===== src/rtl/belt_pkg.sv =====
package belt_pkg;

  typedef enum logic [1:0] {
    ST_IDLE  = 2'd0,
    ST_WAIT  = 2'd1,
    ST_ALARM = 2'd2
  } beltState_t;

  typedef struct packed {
    logic clr;
    logic inc;
  } cntCmd_t;

endpackage


===== src/rtl/belt_timer.sv =====
module belt_timer
  import belt_pkg::*;
#(
  parameter int WAIT_SECS  = 10,
  parameter int ALARM_SECS = 5
) (
  input  logic    clk,
  input  logic    rst,
  input  cntCmd_t cmd,
  output logic    waitLast,
  output logic    alarmLast
);

  localparam int MAX_SECS = (WAIT_SECS > ALARM_SECS) ? WAIT_SECS : ALARM_SECS;
  localparam int CNT_W = (MAX_SECS < 2) ? 1 : $clog2(MAX_SECS);
  localparam logic [CNT_W-1:0] WAIT_LAST  = CNT_W'(WAIT_SECS - 1);
  localparam logic [CNT_W-1:0] ALARM_LAST = CNT_W'(ALARM_SECS - 1);
  localparam logic [CNT_W-1:0] CNT_TOP    = CNT_W'(MAX_SECS - 1);

  logic [CNT_W-1:0] secCnt;

  always_ff @(posedge clk) begin
    if (rst || cmd.clr) secCnt <= '0;
    else if (cmd.inc)   secCnt <= secCnt + 1'b1;
  end

  assign waitLast  = (secCnt == WAIT_LAST);
  assign alarmLast = (secCnt == ALARM_LAST);

  // a state entry always starts the count from zero
  assert_count_restart_R10: assert property (@(posedge clk) disable iff (rst)
    cmd.clr |=> (secCnt == '0));

  // the control never lets the count run past the longest interval
  assert_count_bound_R3: assert property (@(posedge clk) disable iff (rst)
    secCnt <= CNT_TOP);

endmodule


===== src/rtl/belt_ctrl.sv =====
module belt_ctrl
  import belt_pkg::*;
(
  input  logic       clk,
  input  logic       rst,
  input  logic       ignOn,
  input  logic       beltOn,
  input  logic       secTick,
  input  logic       waitLast,
  input  logic       alarmLast,
  output cntCmd_t    cmd,
  output beltState_t state
);

  beltState_t nextState;
  logic       ignPrev;
  logic       ignRise;
  logic       cancel;

  assign ignRise = ignOn && !ignPrev;
  assign cancel  = !ignOn || beltOn;

  always_ff @(posedge clk) begin
    if (rst) begin
      state   <= ST_IDLE;
      ignPrev <= 1'b0;
    end else begin
      state   <= nextState;
      ignPrev <= ignOn;
    end
  end

  always_comb begin
    nextState = state;
    unique case (state)
      ST_IDLE:  if (ignRise) nextState = ST_WAIT;
      ST_WAIT: begin
        if (cancel)                    nextState = ST_IDLE;
        else if (secTick && waitLast)  nextState = ST_ALARM;
      end
      ST_ALARM: if (cancel || (secTick && alarmLast)) nextState = ST_IDLE;
      default:  nextState = ST_IDLE;
    endcase
  end

  always_comb begin
    cmd.clr = (nextState != state);
    cmd.inc = secTick && !cmd.clr && (state != ST_IDLE);
  end

  // belt latched or ignition off during the alarm drops it
  assert_alarm_cancel_R6: assert property (@(posedge clk) disable iff (rst)
    (state == ST_ALARM && cancel) |=> (state == ST_IDLE));

  // cancel during the wait returns to idle, never to alarm
  assert_wait_cancel_R4: assert property (@(posedge clk) disable iff (rst)
    (state == ST_WAIT && cancel) |=> (state == ST_IDLE));

  // idle is left only on an ignition rising edge
  assert_no_rearm_R8: assert property (@(posedge clk) disable iff (rst)
    (state == ST_IDLE && !ignRise) |=> (state == ST_IDLE));

  // an ignition rising edge while idle arms the wait
  assert_arm_R2: assert property (@(posedge clk) disable iff (rst)
    (state == ST_IDLE && ignRise) |=> (state == ST_WAIT));

  // the alarm is entered only from the waiting state
  assert_alarm_entry_R3: assert property (@(posedge clk) disable iff (rst)
    (state == ST_ALARM && $past(state) != ST_ALARM) |-> ($past(state) == ST_WAIT));

endmodule


===== src/rtl/belt_alarm_ctrl.sv =====
module belt_alarm_ctrl
  import belt_pkg::*;
#(
  parameter int WAIT_SECS  = 10,
  parameter int ALARM_SECS = 5
) (
  input  logic       clk,
  input  logic       rst,
  input  logic       ignOn,
  input  logic       beltOn,
  input  logic       secTick,
  output logic       alarmOut,
  output logic [1:0] stateOut
);

  cntCmd_t    cmd;
  beltState_t state;
  logic       waitLast;
  logic       alarmLast;

  belt_ctrl u_ctrl (
    .clk       (clk),
    .rst       (rst),
    .ignOn     (ignOn),
    .beltOn    (beltOn),
    .secTick   (secTick),
    .waitLast  (waitLast),
    .alarmLast (alarmLast),
    .cmd       (cmd),
    .state     (state)
  );

  belt_timer #(
    .WAIT_SECS  (WAIT_SECS),
    .ALARM_SECS (ALARM_SECS)
  ) u_timer (
    .clk       (clk),
    .rst       (rst),
    .cmd       (cmd),
    .waitLast  (waitLast),
    .alarmLast (alarmLast)
  );

  assign alarmOut = (state == ST_ALARM);
  assign stateOut = state;

  // reset leaves the alarm low on the following cycle
  assert_reset_quiet_R1: assert property (@(posedge clk)
    rst |=> !alarmOut);

endmodule


===== config.mk =====
export PLATFORM = sky130hd
export DESIGN_NAME = belt_alarm_ctrl
export DESIGN_NICKNAME = d
export VERILOG_FILES = /design/src/rtl/belt_pkg.sv /design/src/rtl/belt_timer.sv /design/src/rtl/belt_ctrl.sv /design/src/rtl/belt_alarm_ctrl.sv
export SDC_FILE = /design/constraint.sdc
export NUM_CORES = 1
export LEC_CHECK = 0
export BUFFER_PORTS_ARGS = -buffer_cell sky130_fd_sc_hd__buf_4
export CAP_MARGIN = 20
export CORE_AREA = 2 2 39 41
export DETAILED_ROUTE_END_ITERATION = 10
export DIE_AREA = 0 0 41 43
export PLACE_DENSITY = 0.53
export SYNTH_ARGS = -nofsm -noshare
export SYNTH_HDL_FRONTEND = slang
export SYNTH_SLANG_ARGS = --single-unit

===== constraint.sdc =====
create_clock -name clk -period 1.3 [get_ports clk]
set_clock_uncertainty 0.05 [all_clocks]
set_input_delay 0.13 -clock clk [delete_from_list [all_inputs] [get_ports clk]]
set_output_delay 0.13 -clock clk [all_outputs]
set_load 0.01 [all_outputs]

==> summary.md <==
| Metric | Value |
|---|---|
| Worst setup SP type | `flop` |
| Fin nets | `around 70` |
| Final Hold Fails | `0` |
| CP Class | `reg2reg` |
| Inst Count DP | `71` |
| Reg2reg path depth | `6` |
| Worst r2r src | `u_timer.secCnt[1]` |
| FP Rows | `14` |
| Layer with the highest usage | `met1` |
| Seq. cell area | `between 100 and 150 um2` |
| # setup viols final | `0` |
| Layout cells sized above 1 | `45.8%` |
| CORE AREA | `approximately 1400 um2` |
| Worst setup path endpoint | `u_timer.secCnt[2]` |
| Highest clock rate | `788 MHz` |
| Grt met3 use | `3.14%` |
| GRT Util Overall | `a little over a tenth` |
| Count leader, synth | `nor2_1` |
| Reg clk slew, reported paths | `0.06 ns` |
| Max clock buf depth | `2` |
| Min Tclk post-route | `about 1.3 ns` |
| Cell taking the most area after synthesis | `dfxtp_1` |
| WHS | `~0.035 ns` |
| CP startpoint | `u_timer.secCnt[1]` |
| Maxcap violations | `0` |
| Post-DP HPWL | `618 um` |
| Final WS setup | `between 0.03 and 0.04 ns` |
| Wire per inst | `10.7 um` |
| I/O pin count | `8` |
| Starting Density | `slightly below 30%` |
| EDFF count, synth | `0` |
| Post-Syn Nets | `53` |
| CP required | `around 1.4 ns` |
| Final Power | `~0.47 mW` |
| Pre-CTS setup slack | `-0.0616 ns` |
| Vias in the first global route | `roughly 300` |
| Status | `completed` |
| Most instantiated cells after synthesis | `8 x nor2_1, 7 x dfxtp_1, 3 x a21oi_1, 3 x ha_1, 3 x inv_1` |
| GRT met2 Usage | `14.1%` |
| Crit end category | `flop` |
| Synth Warn # | `0` |
| ANT nets after route | `0` |
| CTS Sinks | `7` |
| Vias | `348` |
| First-pass DRT Iterations | `2` |
| Pwr/cell area | `849 nW/um2` |
| Hold Path Class | `in2reg` |
| DRC Markers | `0` |
| Post-synthesis register bit count | `7` |
| Vias per cell | `4.64` |
| Non-Filler Instances | `75` |
| Clock Latency Late Sink | `approximately 0.24 ns` |
| Post-CTS setup buffers | `0` |
| Largest net degree at the start of global routing | `9` |
| Final Max Tran Viols | `0` |
| Final core occ | `40.3%` |
| RePlAce Congestion | `around 0.74` |
| Post-DP Area | `between 500 and 600 um2` |
| Die area | `between 1500 and 2000 um2` |
| Drt total wl | `801 um` |
| Gr ovfl total | `0` |
| Die Ht | `approximately 43 um` |
| First DRT Iteration DRCs | `7` |
| Largest cells by area after synthesis | `dfxtp_1 34%, ha_1 9.1%, nor2_1 7.3%` |
| Max IR drop VDD | `~430 uV` |
| First-pass GRT wire length | `between 1000 and 1500 um` |
| Num CTS Buffers | `3` |
| Synthesized instance count | `45` |
| Area grow syn2layout | `35.6%` |
| ANT cells | `0` |
| Lkg Pwr | `0.213 nW` |
| Headroom to the max-slew limit | `a little under nine tenths` |
| Initial antenna violation count | `0` |
| Yosys top cell area share | `34.0%` |
| Post-synthesis sequential area ratio | `between 30 and 40%` |
| Port Buffers | `7` |
| Final period util | `97.6%` |
| RSZ-0062 raised after global routing | `true` |
| RR Endpoint | `u_timer.secCnt[2]` |
| Top FF cell, synth | `dfxtp_1` |
| Syn Area/Cell | `between 9 and 10 um2` |
| Hold-fix buffers at CTS | `0` |
| Synth Cell Area | `~400 um2` |
| Die width | `slightly above 40 um` |
| Count of different cell masters after synthesis | `24` |
| Post-synth ARST share | `0%` |
| CTS H-tree depth | `1` |
| Met1 GRT Util | `~15%` |
| Root Buffer | `clkbuf_4` |
| CTS tree | `yes` |
| Slew of the pin with the lowest slew margin | `0.224 ns` |
| Setup slack, reg-to-reg | `~0.031 ns` |
| Fillers | `about 150` |
| Crit-path max FO | `4` |
| WP data arrival | `~1.4 ns` |
| Multi-input gate area | `approximately 270 um2` |
| Setup TNS | `0 ns` |
| Post-route cell area | `558 um2` |
[cell type report]
class / instances / area share (%)
Timing Repair Buffer: 11 / 14.8
Inverter: 3 / 2.02
Tap cell: 16 / 3.59
Multi-Input combinational cell: 34 / 48.7
Clock buffer: 4 / 4.71
Sequential cell: 7 / 26.2
[repair_timing]
action / in CTS / in global routing
setup endpoints to repair: 5 / 6
pin swaps: 8 / 6
hold endpoints to repair: 0 / 0
gates resized for setup: 6 / 3
[flip-flops by register name, summed over array words and instances, names as in the netlist]
signal	cells
u_ctrl.ignPrev	1
u_timer.secCnt	4
u_ctrl.state	2
[kinds of logic (layout without fill, tap and decap cells)]
family	count (synthesis)	in the layout	share of synthesized area (%)
and+or+nand+nor	21	21	34.7
AOI/OAI and AO/OA	7	7	11.2
DFF	7	7	34.0
buffers and inverters	4	18	4.56
adders and majority gates	3	3	9.12
xor gates and xnor gates	3	3	6.38
[power breakdown]
group / switching [mW] / leakage (nW) / internal [mW] / total [mW]
registers: 0.00389 / 0.0587 / 0.218 / 0.221
clock network: 0.0781 / 0.0150 / 0.117 / 0.195
logic: 0.0264 / 0.139 / 0.0307 / 0.0571
total: 0.108 / 0.213 / 0.365 / 0.474
[per-layer routing]
metal,vias to the layer above,share of wire (%)
met5,-,0
met1,156,52
met3,2,3.7
met4,0,1.6
li1,187,-
met2,3,43
[placed cells by master, fill, tap and decap left out, drive strengths merged, types with 2 or more instances in the layout]
cell	n
buf	11
ha	3
xor2	2
a21oi	3
and4b	2
dfxtp	7
nor3	2
nor2	8
clkbuf	4
inv	3
nand4	2
[worst max-delay path: stages (launching register included)]
cell and delay, ns:
dfxtp_2 0.32, inv_2 0.08, ha_4 0.12, and4b_4 0.26, nand4b_1 0.12, nand4_2 0.15, nor2_1 0.06
[worst min path at each step]
stage / endpoint / depth (start not counted) / from
4_1_cts: u_ctrl.state[0] / 2 / rst
3_5_place_dp: u_ctrl.state[0] / 2 / rst
3_3_place_gp: u_ctrl.ignPrev / 2 / rst
6_report: u_ctrl.state[1] / 2 / rst
5_1_grt: u_ctrl.state[1] / 2 / rst
2_1_floorplan: u_ctrl.ignPrev / 1 / rst
Power figures use the tool's default switching activity.
